<file path="src/rtl/tw_pkg.sv">
package tw_pkg;
  localparam logic [3:0] TYPE_MEM  = 4'b1010;
  localparam logic [3:0] TYPE_PROT = 4'b0110;

  typedef enum logic [2:0] {
    ST_IDLE, ST_RX, ST_ACK, ST_TX, ST_RACK
  } state_t;

  typedef enum logic [1:0] {
    K_DEV, K_ADDR, K_DATA
  } kind_t;
endpackage

</file>
<file path="src/rtl/tw_line_sync.sv">
module tw_line_sync #(
  parameter int N      = 2,
  parameter int STAGES = 2
) (
  input  logic         clk_i,
  input  logic         rst_ni,
  input  logic [N-1:0] line_i,
  output logic [N-1:0] lvl_o,
  output logic [N-1:0] rise_o,
  output logic [N-1:0] fall_o
);
  localparam int DEPTH = STAGES + 1;

  for (genvar g = 0; g < N; g++) begin : g_line
    logic [DEPTH-1:0] pipe_q;
    always_ff @(posedge clk_i or negedge rst_ni) begin
      if (!rst_ni) pipe_q <= '1;
      else         pipe_q <= {pipe_q[DEPTH-2:0], line_i[g]};
    end
    assign lvl_o[g]  = pipe_q[DEPTH-2];
    assign rise_o[g] = pipe_q[DEPTH-2] & ~pipe_q[DEPTH-1];
    assign fall_o[g] = ~pipe_q[DEPTH-2] & pipe_q[DEPTH-1];
  end
endmodule

</file>
<file path="src/rtl/tw_addr_ctr.sv">
module tw_addr_ctr #(
  parameter int AW = 8,
  parameter int PW = 4
) (
  input  logic          clk_i,
  input  logic          rst_ni,
  input  logic          ld_i,
  input  logic [AW-1:0] ld_val_i,
  input  logic          inc_page_i,
  input  logic          inc_all_i,
  output logic [AW-1:0] addr_o
);
  localparam logic [AW-1:0] ADDR_MAX = '1;

  logic [AW-1:0] addr_q;
  logic [PW-1:0] low_nxt;

  assign low_nxt = addr_q[PW-1:0] + 1'b1;

  always_ff @(posedge clk_i or negedge rst_ni) begin
    if (!rst_ni)         addr_q <= '0;
    else if (ld_i)       addr_q <= ld_val_i;
    else if (inc_page_i) addr_q <= {addr_q[AW-1:PW], low_nxt};
    else if (inc_all_i)  addr_q <= addr_q + 1'b1;
  end

  assign addr_o = addr_q;

  p_page_hold_r4: assert property (@(posedge clk_i) disable iff (!rst_ni)
    (inc_page_i && !ld_i) |=> (addr_q[AW-1:PW] == $past(addr_q[AW-1:PW])));

  p_read_wrap_r8: assert property (@(posedge clk_i) disable iff (!rst_ni)
    (inc_all_i && !ld_i && !inc_page_i && addr_q == ADDR_MAX) |=> (addr_q == '0));
endmodule

</file>
<file path="src/rtl/tw_eeprom_slave.sv">
module tw_eeprom_slave
  import tw_pkg::*;
#(
  parameter int AW     = 8,
  parameter int PW     = 4,
  parameter int STAGES = 2
) (
  input  logic          clk_i,
  input  logic          rst_ni,
  input  logic          scl_i,
  input  logic          sda_i,
  input  logic [2:0]    chip_sel_i,
  input  logic          busy_i,
  output logic          sda_oe_o,
  output logic [AW-1:0] mem_addr_o,
  input  logic [7:0]    mem_rdata_i,
  output logic          mem_we_o,
  output logic [7:0]    mem_wdata_o,
  output logic          commit_o,
  output logic          commit_prot_o
);
  logic [1:0] lvl, rise, fall;
  logic scl_lvl, scl_rise, scl_fall, sda_lvl;
  logic start_d, stop_d, quiet;

  tw_line_sync #(.N(2), .STAGES(STAGES)) i_sync (
    .clk_i (clk_i), .rst_ni(rst_ni), .line_i({sda_i, scl_i}),
    .lvl_o (lvl), .rise_o(rise), .fall_o(fall)
  );

  assign scl_lvl  = lvl[0];
  assign scl_rise = rise[0];
  assign scl_fall = fall[0];
  assign sda_lvl  = lvl[1];
  assign start_d  = fall[1] & scl_lvl & ~scl_rise;
  assign stop_d   = rise[1] & scl_lvl & ~scl_rise;
  assign quiet    = ~busy_i & ~start_d & ~stop_d;

  state_t     state_q;
  kind_t      kind_q;
  logic [3:0] cnt_q;
  logic [7:0] sr_q;
  logic       oe_q, is_read_q, prot_q, got_data_q;
  logic       dev_hit, byte_end, ld, inc_page, inc_all;

  assign dev_hit = (sr_q[3:1] == chip_sel_i) &&
                   ((sr_q[7:4] == TYPE_MEM) || (sr_q[7:4] == TYPE_PROT && !sr_q[0]));
  assign byte_end = quiet && state_q == ST_RX && scl_fall && cnt_q == 4'd8;
  assign ld       = byte_end && kind_q == K_ADDR && !prot_q;
  assign inc_page = byte_end && kind_q == K_DATA && !prot_q;
  assign inc_all  = quiet && state_q == ST_TX && scl_fall && cnt_q == 4'd8;

  tw_addr_ctr #(.AW(AW), .PW(PW)) i_ctr (
    .clk_i (clk_i), .rst_ni(rst_ni), .ld_i(ld), .ld_val_i(sr_q[AW-1:0]),
    .inc_page_i(inc_page), .inc_all_i(inc_all), .addr_o(mem_addr_o)
  );

  always_ff @(posedge clk_i or negedge rst_ni) begin
    if (!rst_ni) begin
      state_q <= ST_IDLE; kind_q <= K_DEV; cnt_q <= '0; sr_q <= '0;
      oe_q <= 1'b0; is_read_q <= 1'b0; prot_q <= 1'b0; got_data_q <= 1'b0;
    end else if (busy_i) begin
      state_q <= ST_IDLE; oe_q <= 1'b0; got_data_q <= 1'b0;
    end else if (start_d) begin
      state_q <= ST_RX; kind_q <= K_DEV; cnt_q <= '0;
      oe_q <= 1'b0; got_data_q <= 1'b0;
    end else if (stop_d) begin
      state_q <= ST_IDLE; oe_q <= 1'b0; got_data_q <= 1'b0;
    end else begin
      unique case (state_q)
        ST_RX: begin
          if (scl_rise) begin
            sr_q  <= {sr_q[6:0], sda_lvl};
            cnt_q <= cnt_q + 1'b1;
            if (cnt_q != 4'd0) got_data_q <= 1'b0;  // past the stop slot
          end else if (scl_fall && cnt_q == 4'd8) begin
            cnt_q <= '0;
            if (kind_q == K_DEV) begin
              if (dev_hit) begin
                state_q   <= ST_ACK;
                oe_q      <= 1'b1;
                is_read_q <= sr_q[0];
                prot_q    <= (sr_q[7:4] == TYPE_PROT);
              end else begin
                state_q <= ST_IDLE;
              end
            end else begin
              state_q <= ST_ACK;
              oe_q    <= 1'b1;
              if (kind_q == K_DATA) got_data_q <= 1'b1;
            end
          end
        end
        ST_ACK: begin
          if (scl_fall) begin
            cnt_q <= '0;
            if (kind_q == K_DEV && is_read_q) begin
              state_q <= ST_TX;
              sr_q    <= mem_rdata_i;
              oe_q    <= ~mem_rdata_i[7];
            end else begin
              state_q <= ST_RX;
              oe_q    <= 1'b0;
              kind_q  <= (kind_q == K_DEV) ? K_ADDR : K_DATA;
            end
          end
        end
        ST_TX: begin
          if (scl_rise) cnt_q <= cnt_q + 1'b1;
          else if (scl_fall) begin
            if (cnt_q == 4'd8) begin
              state_q <= ST_RACK;
              oe_q    <= 1'b0;
            end else begin
              sr_q <= {sr_q[6:0], 1'b0};
              oe_q <= ~sr_q[6];
            end
          end
        end
        ST_RACK: begin
          if (scl_rise && sda_lvl) state_q <= ST_IDLE;
          else if (scl_fall) begin
            state_q <= ST_TX;
            cnt_q   <= '0;
            sr_q    <= mem_rdata_i;
            oe_q    <= ~mem_rdata_i[7];
          end
        end
        default: ;
      endcase
    end
  end

  assign sda_oe_o      = oe_q;
  assign mem_we_o      = inc_page;
  assign mem_wdata_o   = sr_q;
  assign commit_o      = stop_d && got_data_q && !busy_i;
  assign commit_prot_o = prot_q;

  p_oe_rise_scl_low_r12: assert property (@(posedge clk_i) disable iff (!rst_ni)
    $rose(sda_oe_o) |-> !scl_lvl);

  p_busy_release_r10: assert property (@(posedge clk_i) disable iff (!rst_ni)
    busy_i |=> !sda_oe_o);

  p_commit_released_r3: assert property (@(posedge clk_i) disable iff (!rst_ni)
    commit_o |-> !sda_oe_o);

  p_nack_release_r8: assert property (@(posedge clk_i) disable iff (!rst_ni)
    (state_q == ST_RACK && scl_rise && sda_lvl && quiet) |=> !sda_oe_o);
endmodule

</file>
<file path="config.mk">
export PLATFORM = sky130hd
export DESIGN_NAME = tw_eeprom_slave
export DESIGN_NICKNAME = d
export VERILOG_FILES = /design/src/rtl/tw_pkg.sv /design/src/rtl/tw_line_sync.sv /design/src/rtl/tw_addr_ctr.sv /design/src/rtl/tw_eeprom_slave.sv
export SDC_FILE = /design/constraint.sdc
export NUM_CORES = 1
export LEC_CHECK = 0
export ABC_AREA = 1
export BUFFER_PORTS_ARGS = -buffer_cell sky130_fd_sc_hd__buf_2
export CORE_ASPECT_RATIO = 1.1
export CORE_UTILIZATION = 51
export CTS_BUF_LIST = sky130_fd_sc_hd__clkbuf_16
export CTS_CLUSTER_DIAMETER = 60
export CTS_CLUSTER_SIZE = 20
export DETAILED_ROUTE_END_ITERATION = 6
export PLACE_DENSITY = 0.78
export SLEW_MARGIN = 10
export SYNTH_ARGS = -nofsm -noshare
export SYNTH_HDL_FRONTEND = slang
export SYNTH_SLANG_ARGS = --single-unit
</file>
<file path="constraint.sdc">
create_clock -name clk_i -period 2.05 [get_ports clk_i]
set_input_delay 0.205 -clock clk_i [delete_from_list [all_inputs] [get_ports clk_i]]
set_output_delay 0.205 -clock clk_i [all_outputs]
set_load 0.005 [all_outputs]
</file>
# Word-level counts from Yosys, hierarchy flattened
# Index checks and enable logic that the tools add are counted.
# op_classes
addsub,3
eq_ne,36
muxes,65
bitwise,20
n_reduce_logical,41
# ops
cell,count
8-bit 2-to-1 mux,11
5-bit != test (second input constant),8
3-bit 2-to-1 mux,12
8-bit one-hot mux with 4 select lines,1
4-bit 2-to-1 mux,7
1-bit 2-to-1 mux,23
2-bit != test (second input constant),10
1-bit logical AND,17
2-bit 2-to-1 mux,8
4-bit one-hot mux with 4 select lines,1
8-bit AND reduction,2
5-bit nonzero test,3
6-bit != test (second input constant),2
3-bit one-hot mux with 4 select lines,1
12-bit AND reduction,1
4-bit nonzero test,3
1-bit bitwise AND,10
1-bit inverter,10
5-bit AND reduction,2
9-bit AND reduction,1
4-bit by 1-bit adder with 4-bit output (second input constant),2
8-bit by 1-bit adder with 8-bit output (second input constant),1
4-bit equality test (second input constant),2
7-bit nonzero test,1
other kinds (20),26
# word_totals
regBits,35
input_bits,16
out_inout_bits,20

# Longest topological paths before layout
# Gate-level depths: netlist (run 1).
# depth
ltp_word,14
depth_mapped,12

# By module
# A second synthesis (run 1) with hierarchy kept.
# unflattened
hier_cells,348
hier_area_um2,2426.1
# modules_own_cells
module,instances,cells_each,area_each_um2
tw_eeprom_slave,1,247,1654.1
tw_addr_ctr,1,85,569.3
tw_line_sync,1,16,202.7

# Worst setup path after synthesis (run 1)
# No wires, ideal clock.
# synth_timing
path_kind,reg2reg
start,reg i_sync.g_line[1].pipe_q[1]
end,"reg sr_q[0], in the netlist mem_wdata_o[0]"
setup_time_ns,0.123
arrival_time_ns,1.515
path_slack_ns,0.412
stages_incl_launch_ff,10
n_path_buf,0
period_less_slack_ns,1.638
cell_sequence,dfstp_2 -> inv_2 -> nand4_4 -> nand2_4 -> nor2_2 -> inv_2 -> nor3_4 -> nand2_4 -> nand2_1 -> o21ai_2
# synth_via
elab_chain_len,6
elab_cells_between_ends,14
# synth_rtl
element,line,text
start: declaration,tw_line_sync.sv:15,logic [DEPTH-1:0] pipe_q;
start signal: assignment,tw_line_sync.sv:18,"else pipe_q <= {pipe_q[DEPTH-2:0], line_i[g]};"
1-bit inverter,tw_line_sync.sv:22,assign fall_o[g] = ~pipe_q[DEPTH-2] & pipe_q[DEPTH-1];
1-bit bitwise AND,tw_line_sync.sv:22,
1-bit bitwise AND (2 in series),tw_eeprom_slave.sv:35,assign start_d = fall[1] & scl_lvl & ~scl_rise;
1-bit inverter (no line),-,
12-bit AND reduction (no line),-,
end signal: assignment,tw_eeprom_slave.sv:73,"sr_q <= {sr_q[6:0], sda_lvl};"
end signal: assignment,tw_eeprom_slave.sv:99,sr_q <= mem_rdata_i;
end signal: assignment,tw_eeprom_slave.sv:115,"sr_q <= {sr_q[6:0], 1'b0};"
end: declaration,tw_eeprom_slave.sv:42,logic [7:0] sr_q;
# Parallel ways exist; a longest one is shown, timed or not. The select of a mux whose other input is x is not followed.
# A chain may end at the register's enable or synchronous reset.

# Final worst setup path (run 1)
# layout_timing
start,reg cnt_q[0]
end,out mem_we_o
# layout_via
elab_chain_len,4
# layout_rtl
element,line,text
start: declaration,tw_eeprom_slave.sv:41,logic [3:0] cnt_q;
start signal: assignment,tw_eeprom_slave.sv:74,cnt_q <= cnt_q + 1'b1;
start signal: assignment,tw_eeprom_slave.sv:109,if (scl_rise) cnt_q <= cnt_q + 1'b1;
4-bit equality test,tw_eeprom_slave.sv:48,assign byte_end = quiet && state_q == ST_RX && scl_fall && cnt_q == 4'd8;
1-bit logical AND,tw_eeprom_slave.sv:48,
1-bit logical AND (2 in series),tw_eeprom_slave.sv:50,assign inc_page = byte_end && kind_q == K_DATA && !prot_q;
end: declaration,tw_eeprom_slave.sv:17,"output logic mem_we_o,"
# Every way passes these cells.

==> results of run 1 <==
registers in the layout, summed over array words and instances (netlist names):
signal                count
i_ctr.addr_o              8
kind_q                    2
mem_wdata_o               8
i_sync.g_line.pipe_q      6
sda_oe_o                  1
got_data_q                1
commit_prot_o             1
is_read_q                 1
state_q                   3
cnt_q                     4
worst max path at each step:
stage / startpoint / end / cells after the start
floorplan: i_sync.g_line[1].pipe_q[1] / mem_wdata_o[0] / 9
global route: cnt_q[0] / mem_we_o / 9
finish: cnt_q[0] / mem_we_o / 9
detailed placement: i_sync.g_line[1].pipe_q[1] / mem_wdata_o[0] / 9
global placement: i_sync.g_line[1].pipe_q[1] / mem_wdata_o[0] / 9
CTS: cnt_q[0] / mem_we_o / 9
cells in the final DEF (no fill, tap or decap), types with 3 or more instances in the layout:
| cell type | Yosys | routed |
|---|---|---|
| inv_1 | 37 | 37 |
| xor2_1 | 5 | 5 |
| nand2_1 | 115 | 114 |
| nor3_1 | 3 | 3 |
| nand2_2 | 4 | 5 |
| buf_4 | 1 | 6 |
| dfstp_2 | 6 | 6 |
| buf_2 | 0 | 35 |
| clkbuf_16 | 0 | 5 |
| inv_2 | 7 | 7 |
| nor2_1 | 23 | 23 |
| nand3_2 | 2 | 3 |
| nand3b_1 | 4 | 4 |
| dfrtp_1 | 29 | 29 |
| nand3_1 | 40 | 39 |
| o21ai_0 | 31 | 31 |
| nor2_4 | 3 | 3 |
kinds of logic after synthesis:
kind of cell | Yosys count | share of synthesized area [%]
buffers and inverters | 46 | 7.45
adders and majority gates | 3 | 1.59
xor gates and xnor gates | 6 | 2.22
muxes | 1 | 0.476
DFF | 35 | 37.3
AOI/OAI and AO/OA | 42 | 10.4
and+or+nand+nor | 203 | 40.6
worst register-to-register path: stages, from the launching register on:
cell	delay (ns)
dfstp_2	0.58
inv_2	0.07
nand4_4	0.11
nand2_4	0.10
nor2_2	0.19
inv_2	0.10
nor3_4	0.32
nand2_4	0.15
nand2_1	0.11
nand2_1	0.07
power by group:
part           leakage, nW  switching, W  internal [W]
clock network       0.0658      0.000284      0.000447
registers            0.462     0.0000339      0.000732
logic                 1.01      0.000137     0.0000806
final cells by class:
type | count | share of cell area (%)
Clock buffer | 5 | 4.47
Clock inverter | 3 | 0.715
Multi-Input combinational cell | 255 | 47.1
Timing Repair Buffer | 41 | 7.87
Sequential cell | 35 | 31.6
Tap cell | 54 | 2.41
Inverter | 44 | 5.90
per-layer routing:
metal | vias up | global-route usage [%]
met4 | 0 | 8.75
li1 | 1172 | -
met5 | - | 0
met2 | 59 | 39.1
met3 | 13 | 5.12
met1 | 1004 | 36.2
what timing repair did:
| action | CTS | global route |
|---|---|---|
| resized for setup | 0 | 3 |
| buffers inserted | 1 | 0 |
| setup endpoints to repair | 1 | 1 |
| hold buffers | 0 | 0 |
| pin swaps | 1 | 0 |
stage by stage:
step	setup slack [ns]	utilization [%]	power (W)	cells	area, um^2
final	0.114	63.9	0.00171	437	2800
after global placement	0.179	60.2	0.000982	428	2640
after detailed placement	0.194	60.2	0.000986	428	2640
after floorplan	0.412	-	0.000909	336	2370
after CTS	0.0488	63.7	0.00172	437	2790
after global routing	0.0125	63.9	0.00180	437	2800
==> results.toml, run 1 <==
[timing]
fin_hold_ws_ns = 0.0157
finalHoldViolations = 0
grt_setup_unrepaired = "no"
fin_setup_tns_ns = 0
layout_min_cycle_time_ns = 1.94
fmax_mhz = 517
worstMarginPinSlew_ns = 0.789
finalMaxSlewViolations = 0
skew_ns = 0.00369
slew_headroom_pct = 47.4
setup_violations = 0
fin_crit_sh_pct = 94.4

[floorplanning]
dieWidth_um = 67.0
io_pins = 36
start_util_pct = 54.1
coreArea_um2 = 4380
rows = 25
die_h_um = 73.5
dieArea_um2 = 4920

[drt]
dr_wl_met3_um = 225
dr.pass1.iters = 5
highest_layer = "met4"
drt-initial-drc-count = 108
ant_nets = 0
wire_per_inst_um = 13.0
met2_wirelength_um = 2590
vias_per_cell = 5.14
vias = 2248
wl_met1_um = 2770
route.detailed.drc = 0
wl_um = 5700

[logic_synthesis]
yosysTopAreaCell = "dfrtp_1"
ys_ff_latch = 35
dominantRegCellSynth = "dfrtp_1"
avgSynthCellArea_um2 = 7.05
synth_cells = 336
synth_edf_count = 0
async_flop_share_pct = 100
synth.net_count = 355
synth_top_area_share_pct = 30.7
yosysWarnings = 0
ys_seq_area_share_pct = 37.3
synth.area.top_cells = "dfrtp_1 31%, nand2_1 18%, nand3_1 8.5%"
netlist_top_cells_count = "115 x nand2_1, 40 x nand3_1, 37 x inv_1"
synth.most_common_cell = "nand2_1"
synth_cell_types = 35
netlist_area_um2 = 2370

[worst_setup_path]
path_buf_inv = 3
critPathTopFamily = "simple AND/OR/NAND/NOR gates"
r2r_slack_ns = 0.13
rr_startpoint = "i_sync.g_line[1].pipe_q[1]"
cp_max_fo = 6
cpPeakStageDelay_ns = 0.40
path_cells = "inv_1 > ha_2 > nand3_2 > nor2_4 > nand2_1 > nor2_1 > nand2_2 > inv_1 > buf_2"
r2r_end = "mem_wdata_o[5]"
worstSetupStartpointType = "flop"
path_class = "reg -> out"
slowest_stage = "dfrtp_1"
cpMostUsedCell = "inv_1"
ff2ff_path_depth = 9
worstSetupEndpointType = "output port"
cp_data_arrival_time_ns = 1.73
critPathRequiredTime_ns = 1.85

[cts]
cts-root-buf = "clkbuf_16"
cts_made_buffers = 5
htreeDepth = 2
path_clk_slew_ns = 0.05
clkSinkCount = 35
max-clock-path-buffers = 2
tritoncts = "built"
worst_skew_pair.late_latency_ns = 0.28

[final_layout]
fillers = 397
syn_to_final_growth_pct = 18.2
nNetsFinal = 401
multi_input_area_um2 = 1320
antenna_cells = 0
drive_gt1_share_pct = 22.5
final-seq-area_um2 = 883

[grt]
grt_max_degree = 36
gr-total-overflow = 0
grt_use_total_pct = 25.7
antenna_found_initial = 0
first_global_vias = 2056
grt_first_pass_wirelength_um = 9540

[pwr]
p_per_area_nw_per_um2 = 612
vdd_drop_max_mv = 0.546
p_leak_nw = 1.54

[placed_design]
gp_congestion = 0.972
port_buffers = 35
hpwl_um = 4400

[min_path]
hp-class = "in -> async"

[flow_run]
drv_cap = 0

[run_status]
status = "finished, final reports clean"
(Power assumes the default switching activity.)
==> inputs of run 2 (changes only) <==
- CORE_UTILIZATION: 51 -> 40
- PLACE_DENSITY: 0.78 -> 0.65
==> run 2 against run 1 <==
Against the previous run:
- critical path type unchanged
- critical endpoint unchanged
- register-to-register slack gained 0.05 ns
- maximum frequency decreased by 0.18%
- highest routed layer unchanged
- routed wire length is 4.6% higher
==> results.toml, run 2 (synthesis gave the netlist of run 1 again) <==
[run_status]
status = "finished, final reports clean"

[worst_setup_path]
cpMostUsedCell = "inv_1"
worstSetupEndpointType = "output port"
critPathTopFamily = "simple AND/OR/NAND/NOR gates"
cpPeakStageDelay_ns = 0.41
slowest_stage = "dfrtp_1"
path_buf_inv = 3
worstSetupStartpointType = "flop"
cp_data_arrival_time_ns = 1.73
cp_max_fo = 5
path_cells = "inv_1 > ha_1 > nand3_2 > nor2_4 > nand2_1 > nor2_2 > nand2_2 > inv_1 > buf_2"
path_class = "reg -> out"
critPathRequiredTime_ns = 1.85

[floorplanning]
die_h_um = 82.7
io_pins = 36
dieArea_um2 = 6230
dieWidth_um = 75.4
coreArea_um2 = 5730
rows = 29
start_util_pct = 41.3

[final_layout]
antenna_cells = 0
nNetsFinal = 407
fin_util_pct = 50.0
drive_gt1_share_pct = 23.1
mostFrequentLayoutCells = "114 x nand2_1, 39 x nand3_1, 37 x inv_1"
multi_input_area_um2 = 1320
syn_to_final_growth_pct = 21.1
instances_no_fill = 466
final-seq-area_um2 = 883
final_common_cell = "nand2_1"
fillers = 621

[pwr]
p_per_area_nw_per_um2 = 596
p_leak_nw = 1.57
vdd_drop_max_mv = 0.447

[flow_run]
drv_cap = 0

[grt]
grt_first_pass_wirelength_um = 9760
first_global_vias = 2066
gr-total-overflow = 0
grt_max_degree = 36
antenna_found_initial = 0
grt_use_total_pct = 21.1

[drt]
wire_per_inst_um = 12.8
vias = 2299
wl_um = 5960
ant_nets = 0
vias_per_cell = 4.93
dr.pass1.iters = 4
route.detailed.drc = 0
drt-initial-drc-count = 173

[cts]
path_clk_slew_ns = 0.05
holdBufCountCts = 0
htreeDepth = 2
cts_made_buffers = 5
max-clock-path-buffers = 2
clkSinkCount = 35
worst_skew_pair.late_latency_ns = 0.28
cts-root-buf = "clkbuf_16"
tritoncts = "built"

[min_path]
hp-class = "in -> async"

[timing]
worst_slack_ns = 0.111
finalHoldViolations = 0
slew_headroom_pct = 46.1
fin_crit_sh_pct = 94.6
fmax_mhz = 516
finalMaxSlewViolations = 0
worstMarginPinSlew_ns = 0.808
setup_violations = 0
layout_min_cycle_time_ns = 1.94
skew_ns = 0.00218
fin_setup_tns_ns = 0

[placed_design]
gp_congestion = 0.948
hpwl_um = 4470
pre_cts_ws_ns = 0.220
dp.cells = 454
port_buffers = 35
## run 2: cell count changes in the layout (fill, tap and decap cells not counted)
cell,previous run,this run
buf_4,6,12
nor2_2,1,2
clkinvlp_4,2,1
ha_2,1,0
clkinv_2,1,0
clkinv_1,0,2
nor2_1,23,22
ha_1,2,3
## run 2: path summary, 6_finish.rpt
kind / startpoint / end / slack, ns / cells after the start
hold reg to reg: i_sync.g_line[1].pipe_q[0] / i_sync.g_line[1].pipe_q[1] / 0.35 / 0
setup reg to reg: cnt_q[0] / cnt_q[1] / 0.18 / 10
hold / removal: rst_ni / i_ctr.addr_o[4] / 0.01 / 1
min in group clk_i: scl_i / i_sync.g_line[0].pipe_q[0] / 0.02 / 1
setup / recovery: cnt_q[0] / mem_we_o / 0.11 / 9
max in group asynchronous: rst_ni / state_q[1] / 1.52 / 1
## run 2: through the flow
stage               cell area [um^2]  total power (W)  hold WS, ns
floorplan                       2370         0.000909      -0.0906
global placement                2690         0.000984        0.310
detailed placement              2690         0.000991        0.312
CTS                             2840          0.00173       0.0172
global route                    2870          0.00180       0.0131
finish                          2870          0.00171       0.0149
## run 2: area by class of cell
| type | instances | area share [%] |
|---|---|---|
| clock inverter | 3 | 0.524 |
| inverter | 44 | 5.76 |
| multi-input combinational | 255 | 45.9 |
| clock buffer | 5 | 4.36 |
| timing repair buffer | 47 | 9.25 |
| tap | 77 | 3.36 |
| sequential | 35 | 30.8 |
## run 2: repair_timing
item | in CTS | in global routing
setup buffers | 1 | 3
hold endpoints to repair | 0 | 0
endpoints found under the setup margin | 1 | 3
pin swaps | 1 | 0
gates resized for setup | 0 | 3
## run 2: layer usage
metal	track usage, %	wire length, um
met2	33.0	2770
met5	0	0
met4	6.48	91
met1	28.6	2820
met3	4.85	277
## run 2: where the power goes
| group | total (W) | switching, W | internal [W] |
|---|---|---|---|
| Sequential | 0.000769 | 0.0000364 | 0.000732 |
| Clock | 0.000724 | 0.000283 | 0.000441 |
| Combinational | 0.000216 | 0.000136 | 0.0000797 |
==> inputs of run 3 (changes only) <==
- CELL_PAD_IN_SITES_DETAIL_PLACEMENT: not set -> 1
- CELL_PAD_IN_SITES_GLOBAL_PLACEMENT: not set -> 1
- PLACE_DENSITY: 0.65 -> 0.83
==> run 3 against run 2 <==
Against the previous run:
- the flow now finishes with violations (design-rule violations, negative hold slack)
- register-to-register slack is essentially flat
- die area is the same
- highest routed layer unchanged
- maximum frequency fell by 0.60%
- global-route usage rose by 4.4 points
- routed wire length increased by 20%
- critical endpoint unchanged
- total power rose by 17%
- largest power group is now the clock network
==> results.toml, run 3 (synthesis gave the netlist of run 1 again) <==
[run_status]
status = "complete, but fails checks"
violations = "design-rule violations, negative hold slack"

[floorplanning]
dieArea_um2 = 6230
start_util_pct = 41.3
coreArea_um2 = 5730
die_h_um = 82.7
rows = 29
io_pins = 36
dieWidth_um = 75.4

[placed_design]
gp_congestion = 0.877
port_buffers = 35
placed_area_um2 = 2670
hpwl_um = 5360

[grt]
first_global_vias = 2480
gr-total-overflow = 0
grt_use_total_pct = 25.4
antenna_found_initial = 0
grt_first_pass_wirelength_um = 11800
grt_max_degree = 36

[final_layout]
fillers = 768
final-seq-area_um2 = 883
mostFrequentLayoutCells = "114 x nand2_1, 39 x nand3_1, 37 x inv_1"
syn_to_final_growth_pct = 23.5
antenna_cells = 0
drive_gt1_share_pct = 23.7
multi_input_area_um2 = 1330
fin_area_um2 = 2920
nNetsFinal = 406
final_common_cell = "nand2_1"

[pwr]
p_total_w = 0.00200
vdd_drop_max_mv = 0.389
p_per_area_nw_per_um2 = 684
p_leak_nw = 1.59

[timing]
worstMarginPinSlew_ns = 0.796
fin_setup_tns_ns = 0
fin_crit_sh_pct = 95.2
grt_setup_unrepaired = "no"
finalMaxSlewViolations = 0
finalHoldViolations = 2
setup_violations = 0
fmax_mhz = 513
fin_hold_ws_ns = -0.00343
slew_headroom_pct = 46.9
layout_min_cycle_time_ns = 1.95
skew_ns = 0.00644

[worst_setup_path]
worstSetupStartpointType = "flop"
cp_max_fo = 4
cp_data_arrival_time_ns = 1.75
cpPeakStageDelay_ns = 0.41
critPathTopFamily = "simple AND/OR/NAND/NOR gates"
path_cells = "inv_1 > ha_2 > nand3_2 > nor2_4 > nand2_1 > nor2_2 > nand2_2 > inv_1 > buf_2"
path_buf_inv = 3
slowest_stage = "dfrtp_1"
worstSetupEndpointType = "output port"
r2r_slack_ns = 0.17
path_class = "reg -> out"
critPathRequiredTime_ns = 1.85
cpMostUsedCell = "inv_1"

[cts]
clkSinkCount = 35
cts_made_buffers = 5
cts-root-buf = "clkbuf_16"
htreeDepth = 2
worst_skew_pair.late_latency_ns = 0.28
tritoncts = "built"
path_clk_slew_ns = 0.06
max-clock-path-buffers = 2
holdBufCountCts = 0

[drt]
route.detailed.drc = 2
dr.pass1.iters = 6
wire_per_inst_um = 15.4
wl_um = 7140
vias_per_cell = 5.21
ant_nets = 0
drt-initial-drc-count = 131
vias = 2422

[flow_run]
drv_cap = 0

[min_path]
hp-class = "in -> async"
-- run 3: cell type report --
| type | count | share of cell area, % |
|---|---|---|
| inverters | 44 | 5.65 |
| clock buffers | 5 | 4.28 |
| multi-input cells | 255 | 45.4 |
| flip-flops and latches | 35 | 30.2 |
| clock inverters | 3 | 2.31 |
| well taps | 77 | 3.30 |
| repair buffers | 46 | 8.82 |
-- run 3: worst reg2reg max path, stage by stage, from the launching register on --
cell	delay [ns]
dfstp_2	0.58
inv_2	0.08
nand4_4	0.12
nand2_4	0.11
nor2_2	0.18
inv_2	0.09
nor3_4	0.30
nand2_4	0.14
nand2_1	0.09
nand2_1	0.06
-- run 3: final timing paths --
kind / startpoint / end / depth (start not counted)
worst max-delay path: cnt_q[0] / mem_we_o / 9
worst min-delay path: rst_ni / state_q[0] / 1
worst max register to register: i_sync.g_line[1].pipe_q[1] / mem_wdata_o[5] / 9
worst min register to register: i_sync.g_line[0].pipe_q[0] / i_sync.g_line[0].pipe_q[1] / 0
max in group asynchronous: rst_ni / state_q[1] / 1
min in group clk_i: sda_i / i_sync.g_line[1].pipe_q[0] / 1
-- run 3: layer usage --
metal	wire (um)	global-route usage [%]	vias up	part of all wire, %
met4	120	7.96	0	1.7
li1	-	-	1180	-
met2	3570	44.1	61	50
met1	3150	31.9	1168	44
met3	300	4.25	13	4.2
met5	0	0	-	0
-- run 3: where the power goes --
part	switching, W	internal, W	total [W]
clock	0.000302	0.000697	0.000999
sequential	0.0000366	0.000732	0.000769
combinational	0.000145	0.0000851	0.000231
-- run 3: stage by stage --
step	std cells	utilization, %	setup slack (ns)
6_report	465	51.0	0.0990
4_1_cts	460	50.1	0.0384
2_1_floorplan	336	-	0.412
3_5_place_dp	451	46.5	0.175
5_1_grt	465	51.0	0.00996
3_3_place_gp	451	46.5	0.190
-- run 3: what timing repair did --
item | 4_1_cts | 5_1_grt
resized for setup | 2 | 3
setup buffers | 1 | 5
pin swaps | 1 | 1
endpoints found under the setup margin | 1 | 13
